<file path="config.mk">
export PLATFORM = sky130hd
export DESIGN_NAME = dp8_unit
export DESIGN_NICKNAME = d
export VERILOG_FILES = /design/src/rtl/dp8_pkg.sv /design/src/rtl/dp8_decode.sv /design/src/rtl/dp8_lane.sv /design/src/rtl/dp8_ctl.sv /design/src/rtl/dp8_unit.sv
export SDC_FILE = /design/constraint.sdc
export NUM_CORES = 2
export LEC_CHECK = 0
export BUFFER_PORTS_ARGS = -buffer_cell sky130_fd_sc_hd__buf_2
export CORE_UTILIZATION = 57
export DETAILED_ROUTE_END_ITERATION = 12
export PLACE_DENSITY = 0.8
export SKIP_LAST_GASP = 1
export SYNTH_ARGS = -nofsm -noshare
export SYNTH_HDL_FRONTEND = slang
export SYNTH_HIERARCHICAL = 1
export SYNTH_SLANG_ARGS = --single-unit
</file>
<file path="constraint.sdc">
create_clock -name clk -period 6.55 [get_ports clk]
set_input_delay 0.9825 -clock clk [delete_from_list [all_inputs] [get_ports clk]]
set_output_delay 0.9825 -clock clk [all_outputs]
set_load 0.005 [all_outputs]
</file>
<file path="src/rtl/dp8_pkg.sv">
package dp8_pkg;

    // Encoding of the accepted instruction
    localparam logic [6:0] OPC_CUSTOM0 = 7'h0B;
    localparam logic [2:0] FN3_DOT     = 3'd0;
    localparam logic [6:0] FN7_DOT     = 7'd3;

    localparam int ELEMS  = 4;
    localparam int ELEM_W = 8;
    localparam int WORD_W = ELEMS * ELEM_W;
    localparam int PROD_W = 2 * ELEM_W;
    localparam int PAIR_W = PROD_W + 1;
    localparam int TOT_W  = PROD_W + 2;

    typedef logic [4:0] regidx_t;

    typedef struct packed {
        logic    valid;
        logic    illegal;
        regidx_t rd;
    } ctl_t;

    function automatic logic is_dot8(input logic [31:0] w);
        return (w[6:0] == OPC_CUSTOM0) && (w[14:12] == FN3_DOT) && (w[31:25] == FN7_DOT);
    endfunction

    function automatic logic signed [PROD_W-1:0] smul8(input logic [ELEM_W-1:0] x,
                                                       input logic [ELEM_W-1:0] y);
        logic signed [PROD_W-1:0] xs;
        logic signed [PROD_W-1:0] ys;
        xs = {{ELEM_W{x[ELEM_W-1]}}, x};
        ys = {{ELEM_W{y[ELEM_W-1]}}, y};
        return xs * ys;
    endfunction

endpackage

</file>
<file path="src/rtl/dp8_decode.sv">
module dp8_decode
    import dp8_pkg::*;
(
    input  logic [31:0] instr,
    output logic        hit,
    output regidx_t     rd
);
    assign hit = is_dot8(instr);
    assign rd  = instr[11:7];
endmodule

</file>
<file path="src/rtl/dp8_lane.sv">
module dp8_lane
    import dp8_pkg::*;
(
    input  logic              clk,
    input  logic              rst,
    input  logic              en,
    input  logic [WORD_W-1:0] a,
    input  logic [WORD_W-1:0] b,
    output logic [31:0]       res
);
    logic signed [PROD_W-1:0] prod [ELEMS];

    for (genvar e = 0; e < ELEMS; e++) begin : g_mul
        assign prod[e] = smul8(a[e*ELEM_W +: ELEM_W], b[e*ELEM_W +: ELEM_W]);
    end

    // Stage 1: two pair sums, cleared when the lane is idle or masked
    logic signed [PAIR_W-1:0] lo_q, hi_q;
    always_ff @(posedge clk) begin
        if (rst || !en) begin
            lo_q <= '0;
            hi_q <= '0;
        end else begin
            lo_q <= {prod[0][PROD_W-1], prod[0]} + {prod[1][PROD_W-1], prod[1]};
            hi_q <= {prod[2][PROD_W-1], prod[2]} + {prod[3][PROD_W-1], prod[3]};
        end
    end

    // Stage 2: final add and sign extension to 32 bits
    logic signed [TOT_W-1:0] tot;
    assign tot = {lo_q[PAIR_W-1], lo_q} + {hi_q[PAIR_W-1], hi_q};

    always_ff @(posedge clk) begin
        if (rst) res <= '0;
        else     res <= {{(32-TOT_W){tot[TOT_W-1]}}, tot};
    end
endmodule

</file>
<file path="src/rtl/dp8_ctl.sv">
module dp8_ctl
    import dp8_pkg::*;
#(
    parameter int LANES = 4,
    parameter int TAG_W = 6
) (
    input  logic             clk,
    input  logic             rst,
    input  logic             in_valid,
    input  logic             in_hit,
    input  logic [LANES-1:0] in_mask,
    input  regidx_t          in_rd,
    input  logic [TAG_W-1:0] in_tag,
    output logic             out_valid,
    output logic             out_illegal,
    output logic [LANES-1:0] out_mask,
    output regidx_t          out_rd,
    output logic [TAG_W-1:0] out_tag
);
    ctl_t             c1, c2;
    logic [LANES-1:0] m1, m2;
    logic [TAG_W-1:0] t1, t2;
    logic             take;

    assign take = in_valid && in_hit;

    always_ff @(posedge clk) begin
        if (rst) begin
            c1 <= '0; c2 <= '0;
            m1 <= '0; m2 <= '0;
            t1 <= '0; t2 <= '0;
        end else begin
            c1.valid   <= take;
            c1.illegal <= in_valid && !in_hit;
            c1.rd      <= in_rd;
            m1         <= take ? in_mask : '0;
            t1         <= in_tag;
            c2         <= c1;
            m2         <= m1;
            t2         <= t1;
        end
    end

    assign out_valid   = c2.valid;
    assign out_illegal = c2.illegal;
    assign out_rd      = c2.rd;
    assign out_mask    = m2;
    assign out_tag     = t2;
endmodule

</file>
<file path="src/rtl/dp8_unit.sv">
module dp8_unit
    import dp8_pkg::*;
#(
    parameter int LANES = 4,
    parameter int TAG_W = 6
) (
    input  logic                    clk,
    input  logic                    rst,
    input  logic                    in_valid,
    input  logic [31:0]             in_instr,
    input  logic [LANES*WORD_W-1:0] in_rs1,
    input  logic [LANES*WORD_W-1:0] in_rs2,
    input  logic [LANES-1:0]        in_tmask,
    input  logic [TAG_W-1:0]        in_tag,
    output logic                    out_valid,
    output logic [LANES*32-1:0]     out_result,
    output logic [LANES-1:0]        out_wmask,
    output logic [4:0]              out_rd,
    output logic [TAG_W-1:0]        out_tag,
    output logic                    out_illegal
);
    logic    hit;
    regidx_t rd_f;

    dp8_decode u_dec (
        .instr (in_instr),
        .hit   (hit),
        .rd    (rd_f)
    );

    dp8_ctl #(.LANES(LANES), .TAG_W(TAG_W)) u_ctl (
        .clk         (clk),
        .rst         (rst),
        .in_valid    (in_valid),
        .in_hit      (hit),
        .in_mask     (in_tmask),
        .in_rd       (rd_f),
        .in_tag      (in_tag),
        .out_valid   (out_valid),
        .out_illegal (out_illegal),
        .out_mask    (out_wmask),
        .out_rd      (out_rd),
        .out_tag     (out_tag)
    );

    for (genvar g = 0; g < LANES; g++) begin : g_lane
        dp8_lane u_lane (
            .clk (clk),
            .rst (rst),
            .en  (in_valid && hit && in_tmask[g]),
            .a   (in_rs1[g*WORD_W +: WORD_W]),
            .b   (in_rs2[g*WORD_W +: WORD_W]),
            .res (out_result[g*32 +: 32])
        );
    end
endmodule

</file>
* Word-level counts from Yosys, hierarchy flattened *
Cells that the tools add are included.

cells by class
  $add $sub $neg = 12
  multiply operators = 16
  eq/ne operators = 2
  bitwise logic cells = 1
  reductions and logical operators = 19

operators with widths
  kind                count
  $mul 8x8->16        16
  $add 16x16->17      8
  $add 17x17->18      4
  $logic_and 1x1->1   8
  $eq 7x2->1 const B  1
  $eq 7x4->1 const B  1
  $logic_not 1->1     5
  $logic_or 1x1->1    4
  $logic_not 3->1     1
  $reduce_or 2->1     1
  $not 1->1           1

word-level totals
  register bits = 242
  bits of input ports = 301
  output and inout bits = 145
  logic and storage cells = 72

* Longest topological paths before layout *
  word-level depth = 7
  mapped depth = 22
  mapped depth without buffers = 22

* By module *
The synthesis kept the hierarchy.

modules (own cells, without submodules)
  module                           times used  cells each  area an instance (µm²)  sequential area each (µm²)
  dp8_lane (g_lane[1].u_lane ...)  2           1,349       12,883.6                1,041.0
  dp8_lane (g_lane[0].u_lane)      1           1,384       13,026.2                1,041.0
  dp8_lane (g_lane[3].u_lane)      1           1,354       12,846.1                1,041.0
  dp8_ctl                          1           71          929.6                   680.7
  dp8_decode                       1           12          96.3                    0.0
  dp8_unit                         1           4           25.0                    0.0

* Least setup slack after synthesis *
No wires, ideal clock.

  kind = input port to flip-flop
  from = input in_rs1[15]
  to = register g_lane[0].u_lane.lo_q[16]
  setup time = 0.071 ns
  data arrival time = 6.408 ns
  path slack = 0.071 ns
  cell stages on the path = 18
  buffers on the path = 0
  cell sequence = and2_1 > inv_1 > fa_1 > fa_1 > inv_1 > fa_1 > fa_1 > fa_1 > inv_1 > fa_1 > inv_1 > ha_1 > a21oi_1 > o211ai_1 > a2111o_1 > a21o_1 > a311o_1 > a21oi_1

on the way
  longest elaborated chain between the ends = 2

ends and longest elaborated chain
  item                    line            source
  start: declaration      dp8_unit.sv:11  input logic [LANES*WORD_W-1:0] in_rs1,
  $mul 8x8->16            dp8_pkg.sv:33   return xs * ys;
  $add 16x16->17          dp8_lane.sv:24  lo_q <= {prod[0][PROD_W-1], prod[0]} + {prod[1][PROD_W-1], prod[1]};
  end signal: assignment  dp8_lane.sv:24
  end: declaration        dp8_lane.sv:18  logic signed [PAIR_W-1:0] lo_q, hi_q;

Every way passes these cells.
A chain may end at the register's enable or synchronous reset.

* Worst setup path in the final report *
  from = input in_rs2[3]
  to = register g_lane[0].u_lane.lo_q[16]

on the way
  longest elaborated chain between the ends = 2

ends and longest elaborated chain
  item                line            source
  start: declaration  dp8_unit.sv:12  input logic [LANES*WORD_W-1:0] in_rs2,
  $mul 8x8->16        dp8_pkg.sv:33
  $add 16x16->17      dp8_lane.sv:24

Every way passes these cells.

==> metrics.cfg <==
[status]
status = complete, no violations

[placement]
gp_congestion = 0.9542
io_buffers = 435
dp_hpwl_mm = 106.3

[logic_synthesis]
synthTopCellsByCount = inv_1, fa_1, and2_1
synthMuxAreaShare_pct = 0.3301
yosys_warnings = 6
syn_inst = 5523
synthArstFlopShare_pct = 0
ys_top_cells_by_area = fa_1, ha_1, inv_1, dfxtp_1, and2_1
synth_cell_types = 86
synth-compound-area-share_pct = 5.768
synth_ff_type = dfxtp_1
ys_ff_latch = 242
synthesis.nets = 7464
ys_seq_area_share_pct = 9.195
syn_area_per_cell_um2 = 9.540
yosysMostFrequentCell = inv_1
synthAdderAreaFrac_pct = 55.30
synth_top_family_by_area = adder cells
synth_area_um2 = 52690
synth-simple-area-share_pct = 15.27
synth_edf_count = 0
synth_largest_area_cell = fa_1
synth_xor_area_share_pct = 3.424
synth_top_area_share_pct = 43.62

[timing]
clock_skew_ps = 28.21
fin_setup_tns_ps = 0
finalHoldViolCount = 0
fmax_mhz = 165.3
min_period_ps = 6050
worst_pin_slew_ps = 1114
drv_slew = 0
hold_slack_ps = 427.6
setup_violations = 0
slew_headroom_pct = 25.56
timing.final.crit_share_pct = 92.36
rsz0062_at_grt = false

[floorplanning]
rows = 111
dieHeight_um = 306.0
io_pins = 446
die_x_um = 306.0
initial_utilization_pct = 57.48
die_area_um2 = 93660
core_um2 = 91660

[hold_path]
holdPathStages = 1
holdPathEnd = u_ctl/out_rd[1]
min-delay-start = u_ctl/c1[1]
min_path_type = flip-flop to flip-flop

[finish]
syn_to_final_growth_pct = 8.717
fin_util_pct = 62.49
layout-drive-gt1-share_pct = 9.992
fin_nets = 7894

[routing]
ant_nets = 0
dr.first_iter.drc_count = 2131
drt_wl_total_mm = 120.3
routedWlPerCell_um = 16.78
viasPerCell = 5.256
dr.pass1.iters = 6
via_count = 37674
post-route-drc-count = 0

[worst_setup_path]
r2r_end = g_lane[0].u_lane/res[17]
endpoint_kind = flip-flop
crit_path_frequent_cell = fa_1
crit_fanout = 4
crit_chain = buf_2 > and2_1 > fa_1 > inv_1 > fa_1 > inv_1 > fa_1 > fa_1 > fa_1 > inv_1 > fa_1 > inv_1 > ha_1 > a211oi_1 > a211oi_1 > a2111o_1 > a21o_1 > a311o_1 > a21oi_1
critical_path.top_delay_family = adder cells
rrSetupSlack_ps = 3740
crit_required_ps = 7030
startpoint_type = primary input
crit_buf_inv = 5
cp_slowest_cell = fa_1
crit_type = primary input to flip-flop
max_stage_delay_ps = 580
reg2reg_from = g_lane[0].u_lane/hi_q[1]
worstPathArrival_ps = 6530
reg2reg_depth = 7

[clock_network]
cts_root_buf = clkbuf_16
numCtsBuffers = 28
cts_tree = yes
clockBufferDepth = 3
postCtsSetupBuffers = 0
htree_levels = 1
clock-sinks = 242
holdBufCountCts = 0
cts_resized = 0
clkTransAtPathRegs_ps = 70
clk_latency_ps = 570

[global_route]
first_global_vias = 41058
gr-total-overflow = 0
grt_pass1_wl_mm = 202.6
antenna_found_initial = 11
grt_usage_pct = 26.89
grt_max_degree = 87

[run]
cap_violations = 0

==> stage by stage <==
step / setup WS [ps] / cell area [um2] / instances
floorplan: 71.44 / 52690 / 5523
global placement: 58.17 / 56210 / 7109
detailed placement: -35.51 / 56210 / 7109
CTS: 524.1 / 57270 / 7161
global route: 233.6 / 57280 / 7167
finish: 500.5 / 57280 / 7168
==> worst max-delay path by stage <==
stage	start	to	slack, ps	cells past startpoint
final	in_rs2[3]	g_lane[0].u_lane/lo_q[16]	500	19
after global routing	in_rs2[3]	g_lane[0].u_lane/lo_q[16]	230	19
after CTS	in_rs2[3]	g_lane[0].u_lane/lo_q[16]	520	19
after detailed placement	in_rs2[3]	g_lane[0].u_lane/lo_q[16]	-40	19
after global placement	in_rs2[3]	g_lane[0].u_lane/lo_q[16]	60	19
after floorplan	in_rs1[15]	g_lane[0].u_lane/lo_q[16]	70	18
==> metal layers <==
layer | wire (um) | GRT usage (%)
met5 | 13 | 0
met1 | 48930 | 35.33
met3 | 7053 | 2.965
met2 | 59780 | 46.22
met4 | 4506 | 9.384
==> sequential cells by signal, summed over array words and instances, names as in the netlist <==
register / count
g_lane.u_lane/res: 72
g_lane.u_lane/hi_q: 68
g_lane.u_lane/lo_q: 68
u_ctl/c1: 7
u_ctl/out_tag: 6
u_ctl/t1: 6
u_ctl/out_rd: 5
u_ctl/m1: 4
u_ctl/out_mask: 4
u_ctl/out_illegal: 1
u_ctl/out_valid: 1
==> cell usage in the layout (no fill, tap or decap), types with 14 or more instances in the layout <==
master     instances
nand3_1           34
nor2b_1           54
xor2_1            59
o21ai_0           64
nand2_1          341
o21a_1            37
a31oi_1           22
clkbuf_16         28
a21oi_1          111
buf_2            434
and2_1           644
dfxtp_1          242
o21bai_1          14
nor2_1           301
buf_4             62
o211ai_1          19
inv_1           1335
ha_1             492
nand2b_1          54
a21o_1            43
fa_1            1148
a211oi_1          26
nor3_1            37
xnor2_1          147
==> cell type report <==
| class | count | area (um2) |
|---|---|---|
| Antenna cell | 7 | 17.52 |
| Clock buffer | 30 | 708.2 |
| Timing Repair Buffer | 496 | 2638 |
| Tap cell | 1186 | 1484 |
| Inverter | 1343 | 5041 |
| Sequential cell | 242 | 4845 |
| Fill cell | 7496 | 34380 |
| Clock inverter | 22 | 349.1 |
| Multi-Input combinational cell | 3842 | 42200 |
==> cells by family after synthesis <==
kind of cell,after synthesis
compound gates,437
xor+xnor,206
fa+ha+maj,1640
buf+inv,1439
flops,242
mux,16
simple gates,1543
Power is left out: the tool's default activity adds up to more than one toggle a clock period on the data nets, which glitch-free logic cannot reach.
